==> src/rtl/decr_counter_bank.sv <==
module decr_counter_bank #(
  parameter int ADDR_W      = 4,
  parameter int DATA_W      = 32,
  parameter int RELOAD_W    = 11,
  parameter int PROG_CYCLES = 8,
  parameter int A_ADDR      = 5,
  parameter int B_ADDR      = 6,
  parameter int OTP_TOP     = 4,
  parameter logic [DATA_W-1:0] A_INIT = 32'hFFFF_FFFE,
  parameter logic [DATA_W-1:0] B_INIT = 32'hFFFF_FFFF
) (
  input  logic                clk,
  input  logic                rst_n,
  input  logic                wr_en,
  input  logic [ADDR_W-1:0]   wr_addr,
  input  logic [DATA_W-1:0]   wr_data,
  input  logic                pwr_fail,
  input  logic                sel_cmd,
  output logic [DATA_W-1:0]   count_a,
  output logic [DATA_W-1:0]   count_b,
  output logic [RELOAD_W-1:0] reload_left,
  output logic                busy,
  output logic                ack_ok,
  output logic                ack_rej,
  output logic                ack_abort,
  output logic                erase_armed,
  output logic                otp_erase
);
  localparam int CNT_W      = $clog2(PROG_CYCLES + 1);
  localparam int RELOAD_LSB = DATA_W - RELOAD_W;

  logic [CNT_W-1:0]  left_q;
  logic              fail_q;
  logic              tgt_b_q;
  logic [DATA_W-1:0] shadow_q;

  wire hit_a    = (wr_addr == ADDR_W'(A_ADDR));
  wire hit_b    = (wr_addr == ADDR_W'(B_ADDR));
  wire hit_otp  = (wr_addr <= ADDR_W'(OTP_TOP));
  wire take     = wr_en && !busy;
  wire [DATA_W-1:0] cur = hit_a ? count_a : count_b;
  wire lower    = wr_data < cur;
  wire finish   = busy && (left_q == CNT_W'(1));
  wire lost     = fail_q || pwr_fail;
  wire commit   = finish && !lost;
  wire commit_b = commit && tgt_b_q;
  wire top_moved = shadow_q[DATA_W-1:RELOAD_LSB] != count_b[DATA_W-1:RELOAD_LSB];

  assign reload_left = count_b[DATA_W-1:RELOAD_LSB];

  always_ff @(posedge clk or negedge rst_n) begin
    if (!rst_n) begin
      count_a   <= A_INIT;
      count_b   <= B_INIT;
      busy      <= 1'b0;
      left_q    <= '0;
      fail_q    <= 1'b0;
      tgt_b_q   <= 1'b0;
      shadow_q  <= '0;
      ack_ok    <= 1'b0;
      ack_rej   <= 1'b0;
      ack_abort <= 1'b0;
      otp_erase <= 1'b0;
    end else begin
      ack_ok    <= 1'b0;
      ack_rej   <= 1'b0;
      ack_abort <= 1'b0;
      otp_erase <= 1'b0;
      if (busy) begin
        fail_q <= lost;
        left_q <= left_q - CNT_W'(1);
        if (finish) begin
          busy <= 1'b0;
          if (lost) begin
            ack_abort <= 1'b1;
          end else begin
            ack_ok <= 1'b1;
            if (tgt_b_q) count_b <= shadow_q;
            else         count_a <= shadow_q;
          end
        end
      end else if (take) begin
        if (hit_a || hit_b) begin
          if (lower) begin
            busy     <= 1'b1;
            left_q   <= CNT_W'(PROG_CYCLES);
            fail_q   <= pwr_fail;
            tgt_b_q  <= hit_b;
            shadow_q <= wr_data;
          end else begin
            ack_rej <= 1'b1;
          end
        end else if (hit_otp && erase_armed) begin
          otp_erase <= 1'b1;
        end
      end
    end
  end

  always_ff @(posedge clk or negedge rst_n) begin
    if (!rst_n)                   erase_armed <= 1'b0;
    else if (commit_b && top_moved) erase_armed <= 1'b1;
    else if (pwr_fail || sel_cmd) erase_armed <= 1'b0;
  end

  assert_a_down_only_R3: assert property (@(posedge clk) disable iff (!rst_n)
    !$stable(count_a) |-> count_a < $past(count_a));
  assert_b_down_only_R3: assert property (@(posedge clk) disable iff (!rst_n)
    !$stable(count_b) |-> count_b < $past(count_b));
  assert_zero_terminal_R4: assert property (@(posedge clk) disable iff (!rst_n)
    ($past(count_a) == '0) |-> (count_a == '0));
  assert_abort_keeps_R5: assert property (@(posedge clk) disable iff (!rst_n)
    ack_abort |-> ($stable(count_a) && $stable(count_b)));
  assert_busy_release_R6: assert property (@(posedge clk) disable iff (!rst_n)
    $fell(busy) |-> (ack_ok || ack_abort));
  assert_one_status_R7: assert property (@(posedge clk) disable iff (!rst_n)
    $onehot0({ack_ok, ack_rej, ack_abort}));
  assert_change_needs_ok_R7: assert property (@(posedge clk) disable iff (!rst_n)
    (!$stable(count_a) || !$stable(count_b)) |-> ack_ok);
  assert_arm_on_commit_R8: assert property (@(posedge clk) disable iff (!rst_n)
    $rose(erase_armed) |-> (ack_ok && !$stable(reload_left)));
  assert_otp_needs_arm_R10: assert property (@(posedge clk) disable iff (!rst_n)
    otp_erase |-> $past(erase_armed));
endmodule

==> config.mk <==
export PLATFORM = sky130hd
export DESIGN_NAME = decr_counter_bank
export DESIGN_NICKNAME = d
export VERILOG_FILES = /design/src/rtl/decr_counter_bank.sv
export SDC_FILE = /design/constraint.sdc
export NUM_CORES = 1
export LEC_CHECK = 0
export BUFFER_PORTS_ARGS = -buffer_cell sky130_fd_sc_hd__buf_2
export CORE_MARGIN = 5
export CORE_UTILIZATION = 30
export CTS_BUF_LIST = sky130_fd_sc_hd__clkbuf_8
export DETAILED_ROUTE_END_ITERATION = 10
export PLACE_DENSITY = 0.6
export SLEW_MARGIN = 30
export SYNTH_ARGS = -nofsm -noshare
export SYNTH_HDL_FRONTEND = slang
export SYNTH_SLANG_ARGS = --single-unit
==> constraint.sdc <==
create_clock -name clk -period 2.6 [get_ports clk]
set_input_delay 0 -clock clk [delete_from_list [all_inputs] [get_ports clk]]
set_output_delay 0 -clock clk [all_outputs]
set_load 0.02 [all_outputs]
* Yosys cells after proc, flatten, opt, wreduce, memory -nomap -nowiden
Index checks and enable logic that the tools add are counted.
** Storage, ports and cells
- Register bits after elaboration :: 108
- Input port bits :: 41
- Output and inout bits :: 81
** Operators by class
- $add $sub $neg :: 1
- Order comparisons :: 2
- Equal/unequal tests :: 4
- Muxes and demuxes :: 30
- Bitwise gates (word level) :: 3
- Reduce and logical (&&, ||, !) cells :: 19
** Operators by type and width (number)
- < comparator 32 bit :: 1
- 2-to-1 mux 32 bit :: 1
- 2-to-1 mux 1 bit :: 25
- 2-to-1 mux 4 bit :: 4
- AND reduction 4 bit :: 3
- inequality test 11 bit :: 1
- == test 4 x 3 -> 1 bit, second input constant :: 2
- nonzero test 2 bit :: 4
- logical AND 1 bit :: 6
- == test 4 x 1 -> 1 bit, second input constant :: 1
- less-or-equal comparator 4 x 3 -> 1 bit, second input constant :: 1
- subtractor 4 x 1 -> 4 bit, second input constant :: 1
- logical OR 1 bit :: 3
- inverter 1 bit :: 3
- AND reduction 3 bit :: 1
- zero test 1 bit :: 2

* Longest topological paths before layout
Gate-level depths: netlist (run 1).
- Depth in word-level cells :: 7
- Gate-level depth with buffers :: 12
- Gate-level depth less buffers :: 9

* Worst setup path after synthesis (run 1)
No wires, ideal clock.
- Path kind :: in2reg
- Start :: input port wr_addr[3]
- End :: register shadow_q[0]
- Setup time :: 0.125 ns
- Arrival time :: 3.120 ns
- Data required time :: 2.475 ns
- Slack :: -0.645 ns
- Stages on the path :: 12
- Path buffers :: 3
- Path through :: and4bb_1 -> buf_4 -> clkbuf_1 -> mux2i_1 -> ha_1 -> a21oi_1 -> a21oi_1 -> a2111oi_0 -> a21oi_2 -> nor4_4 -> buf_6 -> mux2_2
** On the way
- Cells in the longest elaborated chain, start to end :: 4
- Elaborated cells on any way between the ends :: 6
** RTL lines
- start: declaration :: RTL line 15 : input logic [ADDR_W-1:0] wr_addr,
- == test 4 x 3 -> 1 bit :: RTL line 37 : wire hit_a = (wr_addr == ADDR_W'(A_ADDR));
- 2-to-1 mux 32 bit :: RTL line 41 : wire [DATA_W-1:0] cur = hit_a ? count_a : count_b;
- < comparator 32 bit :: RTL line 42 : wire lower = wr_data < cur;
- AND reduction 4 bit (no line) *
- end signal: assignment :: RTL line 89 : shadow_q <= wr_data;
- end: declaration :: RTL line 35 : logic [DATA_W-1:0] shadow_q;
Mark *: on every way between the ends. The rest lies on a longest branch, timed or not.
A chain may end at the register's enable or synchronous reset.

* Worst setup path in the final report (run 1)
- Start :: register count_b[23]
- End :: register shadow_q[8]
** On the way
- Cells in the longest elaborated chain, start to end :: 3
** RTL lines
- start: declaration :: RTL line 20 : output logic [DATA_W-1:0] count_b,
- start signal: assignment :: RTL line 78 : if (tgt_b_q) count_b <= shadow_q;
- 2-to-1 mux 32 bit :: RTL line 41
- < comparator 32 bit :: RTL line 42
- AND reduction 4 bit (no line)
Every way passes these cells.

==> flow_summary.toml, run 1 <==
[hold_path]
hold_path.startpoint = "wr_addr[0]"
min_path_type = "in -> reg"
hold-path-endpoint = "tgt_b_q$_DFFE_PN0P_"
hold-path-cell-count = 3

[routing]
vias = 3940
wl_mm = 14.6
wl_met2_mm = 7.18
drt_iter0_drc = 120
wl_per_cell_um = 17.1
dr.pass1.iters = 4
vias_per_cell = 4.61
ant_nets = 0
drc = 0
top_layer_used = "met4"
wirelength_met1_mm = 6.34
wl_met3_um = 760

[sta]
finalCriticalPeriod_ns = 2.74
setup_ws_ns = -0.138
worst_slew_pin_slew_ns = 0.712
finClkSkew_ns = 0.0274
finalSetupViolations = 33
finalCritPeriodShare_pct = 105
relSlewSlack_pct = 52.5
max_freq_mhz = 365
hold_viol = 0
rsz0062_at_grt = "yes"
maxSlewViolCount = 0

[synthesis]
ys_seq_area_share_pct = 51.3
syn_area_um2 = 5420
syn_avg_cell_area_um2 = 13.5
syn_nets = 475
synth_warnings = 0
syn_inst = 401
ys_ff_latch = 108
ys_types = 40

[clock_tree]
path_clk_slew_ns = 0.12
root_buffer = "clkbuf_8"
clockBufferDepth = 2
worstSkewPairLatency_ns = 0.39
numClockSinks = 108
cts-buffers-inserted = 9
htreeDepth = 3
cts_tree = "yes"

[cells_and_area]
layout.nets = 694
drive_above_1_share_pct = 61.0
area_delta_synth_final_pct = 39.1
antennaDiodeCount = 0
fin_area_um2 = 7540
fillerInstances = 1718
final_core_util_pct = 42.1

[worst_setup_path]
rr_startpoint = "count_b[23]$_DFFE_PN1P_"
endpoint_kind = "flip-flop"
rr_endpoint = "shadow_q[8]$_DFFE_PN0P_"
critPathKind = "reg -> reg"
required_ns = 2.86
reg2regPathDepth = 10
startpoint_type = "flip-flop"
crit_arrival_ns = 2.99
r2r_setup_slack_ns = -0.14
path_max_fanout = 7

[global_route]
overflow = 0
grt_use_total_pct = 14.4
grt_pass1_vias = 4302
antenna_found_initial = 0
grt_max_degree = 59
grt_pass1_wl_mm = 23.0

[outcome]
outcome = "finished, violations left"
failed_checks = "negative setup slack"

[placement]
post_dp_cell_area_um2 = 6760
gp_congestion = 0.779
io_buffers = 121
place.detailed.hpwl_mm = 10.7

[floorplanning]
dieArea_um2 = 20800
row_count = 49
die_w_um = 144
die_h_um = 144
pin_count = 122
core_area_um2 = 17900
start_util_pct = 30.3

[run]
drv_cap = 0

[pwr]
power_leakage_nw = 3.52
p_per_area_nw_per_um2 = 688
max-vdd-ir-drop_mv = 0.298
[cells in the final DEF, fill, tap and decap left out, types with 2 or more instances in the layout]
master,Yosys,layout
xnor2_1,12,12
ha_1,33,33
or2_2,2,2
mux2i_1,33,32
nand4_1,8,8
dfstp_2,63,63
o31ai_1,2,2
buf_2,0,120
o22ai_1,2,2
nor3_1,5,5
dfrtp_1,45,45
mux2_4,0,26
nand3_1,6,6
o211ai_1,2,2
o21a_1,2,2
o21ai_0,6,5
buf_4,12,62
inv_1,5,8
nand2_1,12,10
nor4_2,0,2
nand2_2,0,2
clkbuf_8,0,9
clkinvlp_4,0,2
mux2_2,93,71
buf_12,0,8
dlygate4sd3_1,0,39
nor2_1,10,10
a21oi_1,12,12
nor2b_1,3,2
[critical path, cell delays in order (launching register included)]
cell      delay (ns)
dfstp_2         0.56
mux2i_2         0.08
ha_1            0.31
a211oi_2        0.22
o21ai_1         0.10
o221ai_2        0.23
nand2_2         0.12
nor4_4          0.32
buf_6           0.19
buf_12          0.15
mux2_4          0.31
[power breakdown]
part | switching, mW | internal, mW
combinational | 0.814 | 0.918
clock | 0.570 | 0.339
sequential | 0.321 | 2.22
[per-stage QoR]
| step | total power [mW] | hold slack (ns) | TNS [ns] | cells | setup slack [ns] |
|---|---|---|---|---|---|
| CTS | 5.24 | 0.0303 | -4.95 | 855 | -0.167 |
| detailed placement | 4.17 | 0.0939 | -16.34 | 795 | -0.511 |
| floorplan | 3.43 | -0.296 | -3.74 | 401 | -0.131 |
| global route | 5.51 | 0.0526 | -6.03 | 854 | -0.215 |
| global placement | 4.10 | 0.0752 | -15.96 | 795 | -0.486 |
| finish | 5.19 | 0.0659 | -3.32 | 854 | -0.138 |
[sequential cells by signal (all words and copies together) (netlist names), 4 cells and up]
| signal | flops |
|---|---|
| count_a | 32 |
| count_b | 32 |
| shadow_q | 32 |
| left_q | 4 |
[Yosys cell counts]
library cell  instances  area (µm²)
a2111oi_0             1        8.76
a211oi_1              1        7.51
a21boi_0              1        7.51
a21oi_1              12        60.1
a21oi_2               1        8.76
a221oi_1              1        8.76
a22oi_1               1        7.51
and2_1                1        6.26
and4b_1               1        10.0
and4bb_1              1        12.5
buf_1                 3        11.3
buf_4                12        90.1
buf_6                 3        33.8
clkbuf_1              6        22.5
dfrtp_1              45        1130
dfstp_2              63        1660
ha_1                 33         413
inv_1                 5        18.8
mux2_1                4        45.0
mux2_2               93        1050
mux2i_1              33         330
nand2_1              12        45.0
nand3_1               6        30.0
nand4_1               8        50.1
nor2_1               10        37.5
nor2b_1               3        18.8
nor3_1                5        25.0
nor3b_1               1        7.51
nor4_1                3        18.8
nor4_4                1        21.3
nor4b_1               1        8.76
nor4bb_1              1        10.0
o211ai_1              2        15.0
o21a_1                2        15.0
o21ai_0               6        30.0
o221ai_1              1        8.76
o22ai_1               2        12.5
o31ai_1               2        15.0
or2_2                 2        12.5
xnor2_1              12         105
[worst max-delay path by stage]
stage                                    to  slack [ns]                     from
floorplan           shadow_q[0]$_DFFE_PN0P_       -0.13               wr_addr[3]
global placement    shadow_q[3]$_DFFE_PN0P_       -0.49               wr_addr[3]
detailed placement  shadow_q[9]$_DFFE_PN0P_       -0.51               wr_addr[1]
CTS                 shadow_q[8]$_DFFE_PN0P_       -0.17  count_b[23]$_DFFE_PN1P_
global route        shadow_q[8]$_DFFE_PN0P_       -0.21  count_a[13]$_DFFE_PN1P_
finish              shadow_q[8]$_DFFE_PN0P_       -0.14  count_b[23]$_DFFE_PN1P_
[layer usage]
metal	track usage, %	vias up
li1	-	1887
met1	18.2	1940
met2	23.9	92
met3	3.08	21
met4	6.09	0
met5	0	-
[area by class of cell]
| cell class | count | area, µm² | area share [%] |
|---|---|---|---|
| Tap cell | 229 | 287 | 3.80 |
| Timing Repair Buffer | 232 | 1670 | 22.2 |
| Sequential cell | 108 | 2780 | 36.9 |
| Inverter | 5 | 18.8 | 0.249 |
| Clock inverter | 7 | 40.0 | 0.531 |
| Clock buffer | 9 | 124 | 1.64 |
| Multi-Input combinational cell | 264 | 2620 | 34.7 |
[what timing repair did]
| action | 4_1_cts | 5_1_grt |
|---|---|---|
| pin swaps | 5 | 2 |
| endpoints found under the hold margin | 61 | 0 |
| hold buffers | 39 | 0 |
| buffers inserted | 3 | 0 |
| cloned | 2 | 0 |
| setup endpoints to repair | 33 | 35 |
| gates resized for setup | 37 | 9 |
[kinds of logic after synthesis]
logic type	after synthesis	synth area share, %
flip-flops	108	51.3
XOR/XNOR	12	1.94
AO/OA/AOI/OAI	33	3.79
multiplexers	130	26.3
adder cells (fa/ha/maj)	33	7.62
buffers and inverters	29	3.26
AND/OR/NAND/NOR	56	5.80
(Power assumes the default switching activity.)
==> run 2: changes to the inputs <==
- ABC_AREA: unset -> 1
==> flow_summary.toml, run 2 <==
[routing]
ant_nets = 0
drt_iter0_drc = 230
vias = 4895
vias_per_cell = 4.47
dr.pass1.iters = 5
drc = 0
wl_per_cell_um = 14.2
wl_mm = 15.6

[worst_setup_path]
required_ns = 2.86
startpoint_type = "flip-flop"
endpoint_kind = "flip-flop"
rr_startpoint = "count_b[25]$_DFFE_PN1P_"
crit_arrival_ns = 2.73
critPathKind = "reg -> reg"
crit_start = "count_b[25]$_DFFE_PN1P_"
path_max_fanout = 20

[placement]
io_buffers = 121
place.detailed.hpwl_mm = 11.3
dp_slack_ns = 0.0771
gp_congestion = 0.831
post_dp_cell_area_um2 = 6730
dp_cells = 1042

[global_route]
antenna_found_initial = 0
grt_use_total_pct = 14.3
grt_pass1_wl_mm = 25.5
overflow = 0
grt_max_degree = 58
grt_pass1_vias = 4892

[synthesis]
syn_nets = 759
synth_edf_count = 0
syn_avg_cell_area_um2 = 8.48
synth.top_cell.area_share_pct = 28.5
syn_area_um2 = 5810
ys_ff_latch = 108
synth_ff_type = "dfstp_2"
synth_top_cells_by_area = "dfstp_2, dfrtp_1, nand2_1"
ys_seq_area_share_pct = 47.9
async_reset_ff_share_pct = 100
syn_inst = 685
ys_top_cells_by_count = "nand2_1, inv_1, o21ai_0"
yosysMostFrequentCell = "nand2_1"
yosysTopAreaCell = "dfstp_2"
synth_warnings = 0
ys_types = 36

[sta]
finClkSkew_ns = 0.0160
relSlewSlack_pct = 53.8
rsz0062_at_grt = "yes"
maxSlewViolCount = 0
finalCriticalPeriod_ns = 2.47
setup_ws_ns = 0.135
max_freq_mhz = 406
fin_setup_tns_ns = 0
worst_slew_pin_slew_ns = 0.693
hold_ws_ns = 0.0700
hold_viol = 0
finalSetupViolations = 0
finalCritPeriodShare_pct = 94.8

[pwr]
max-vdd-ir-drop_mv = 0.319
p_per_area_nw_per_um2 = 707
power_leakage_nw = 3.91

[floorplanning]
dieArea_um2 = 22200
pin_count = 122
die_h_um = 149
start_util_pct = 30.7
die_w_um = 149
core_area_um2 = 18900
row_count = 50

[clock_tree]
root_buffer = "clkbuf_8"
cts-buffers-inserted = 9
cts_tree = "yes"
worstSkewPairLatency_ns = 0.37
cts.repair.resized = 0
numClockSinks = 108
path_clk_slew_ns = 0.11
clockBufferDepth = 2
htreeDepth = 3

[hold_path]
min_path_type = "in -> reg"
hold_path.startpoint = "wr_en"

[run]
drv_cap = 0

[cells_and_area]
drive_above_1_share_pct = 26.3
layout.nets = 905
final_cell_mix = "nand2_1, inv_1, buf_2"
final_common_cell = "nand2_1"
antennaDiodeCount = 0
reg_top3 = "count_a x32, count_b x32, shadow_q x32"
area_delta_synth_final_pct = 25.6
fillerInstances = 1964
final_cells = 1095
fin_area_um2 = 7290

[outcome]
outcome = "complete, no violations"
==> run 2: final cells by class <==
class / instances / area (µm²) / area share [%]
multi-input combinational: 413 / 2350 / 32.2
sequential: 108 / 2780 / 38.1
timing repair buffer: 175 / 1190 / 16.4
clock buffer: 9 / 124 / 1.70
tap: 260 / 325 / 4.46
clock inverter: 6 / 52.6 / 0.721
inverter: 124 / 465 / 6.38
==> run 2: logic make-up (layout without fill, tap and decap cells) <==
kind of cell	count (synthesis)	in the layout	synth area share [%]
xor+xnor	5	5	0.754
simple gates	243	243	18.1
flops	108	108	47.9
compound gates	106	106	9.76
fa+ha+maj	33	33	7.11
mux	26	26	4.48
buf+inv	164	314	11.8
==> run 2: worst paths after layout <==
path                                                 end  slack (ns)  cells after the start
worst max-delay path            shadow_q[14]$_DFFE_PN0P_        0.13                     12
worst min-delay path                   ack_rej$_DFF_PN0_        0.07                      5
worst max register to register  shadow_q[14]$_DFFE_PN0P_        0.13                     12
worst min register to register   count_b[24]$_DFFE_PN1P_        0.49                      2
max in group asynchronous        count_a[15]$_DFFE_PN1P_        1.60                      3
min in group asynchronous                 busy$_DFF_PN0_        0.20                      2
==> run 2: metal layers <==
layer | global-route usage, % | routed length (µm)
met5 | 0 | 0
met4 | 3.66 | 193
met1 | 19.4 | 7390
met3 | 2.64 | 729
met2 | 23.8 | 7250
==> run 2: worst max-delay path, cell delays in order (launching register included) <==
cell,delay [ns]
dfstp_2,0.57
inv_1,0.08
nand2_1,0.06
o21ai_0,0.08
ha_1,0.30
a21oi_1,0.17
o21a_1,0.13
o221ai_1,0.15
a21oi_4,0.23
buf_4,0.31
nand4_1,0.13
nand2_1,0.08
inv_1,0.04
==> run 2: metrics by stage <==
step | power [mW] | utilization, %
CTS | 5.25 | 38.5
global route | 5.56 | 38.6
floorplan | 3.61 | -
finish | 5.16 | 38.6
detailed placement | 4.17 | 35.6
global placement | 4.14 | 35.6
==> run 2: timing repair <==
action / 4_1_cts / 5_1_grt
setup buffers: 0 / 1
hold buffers: 37 / 0
hold endpoints to repair: 58 / 0
setup endpoints to repair: 0 / 34
==> run 2: power breakdown <==
group	internal, mW	switching, mW
combinational	0.644	1.10
clock	0.428	0.561
sequential	2.15	0.265
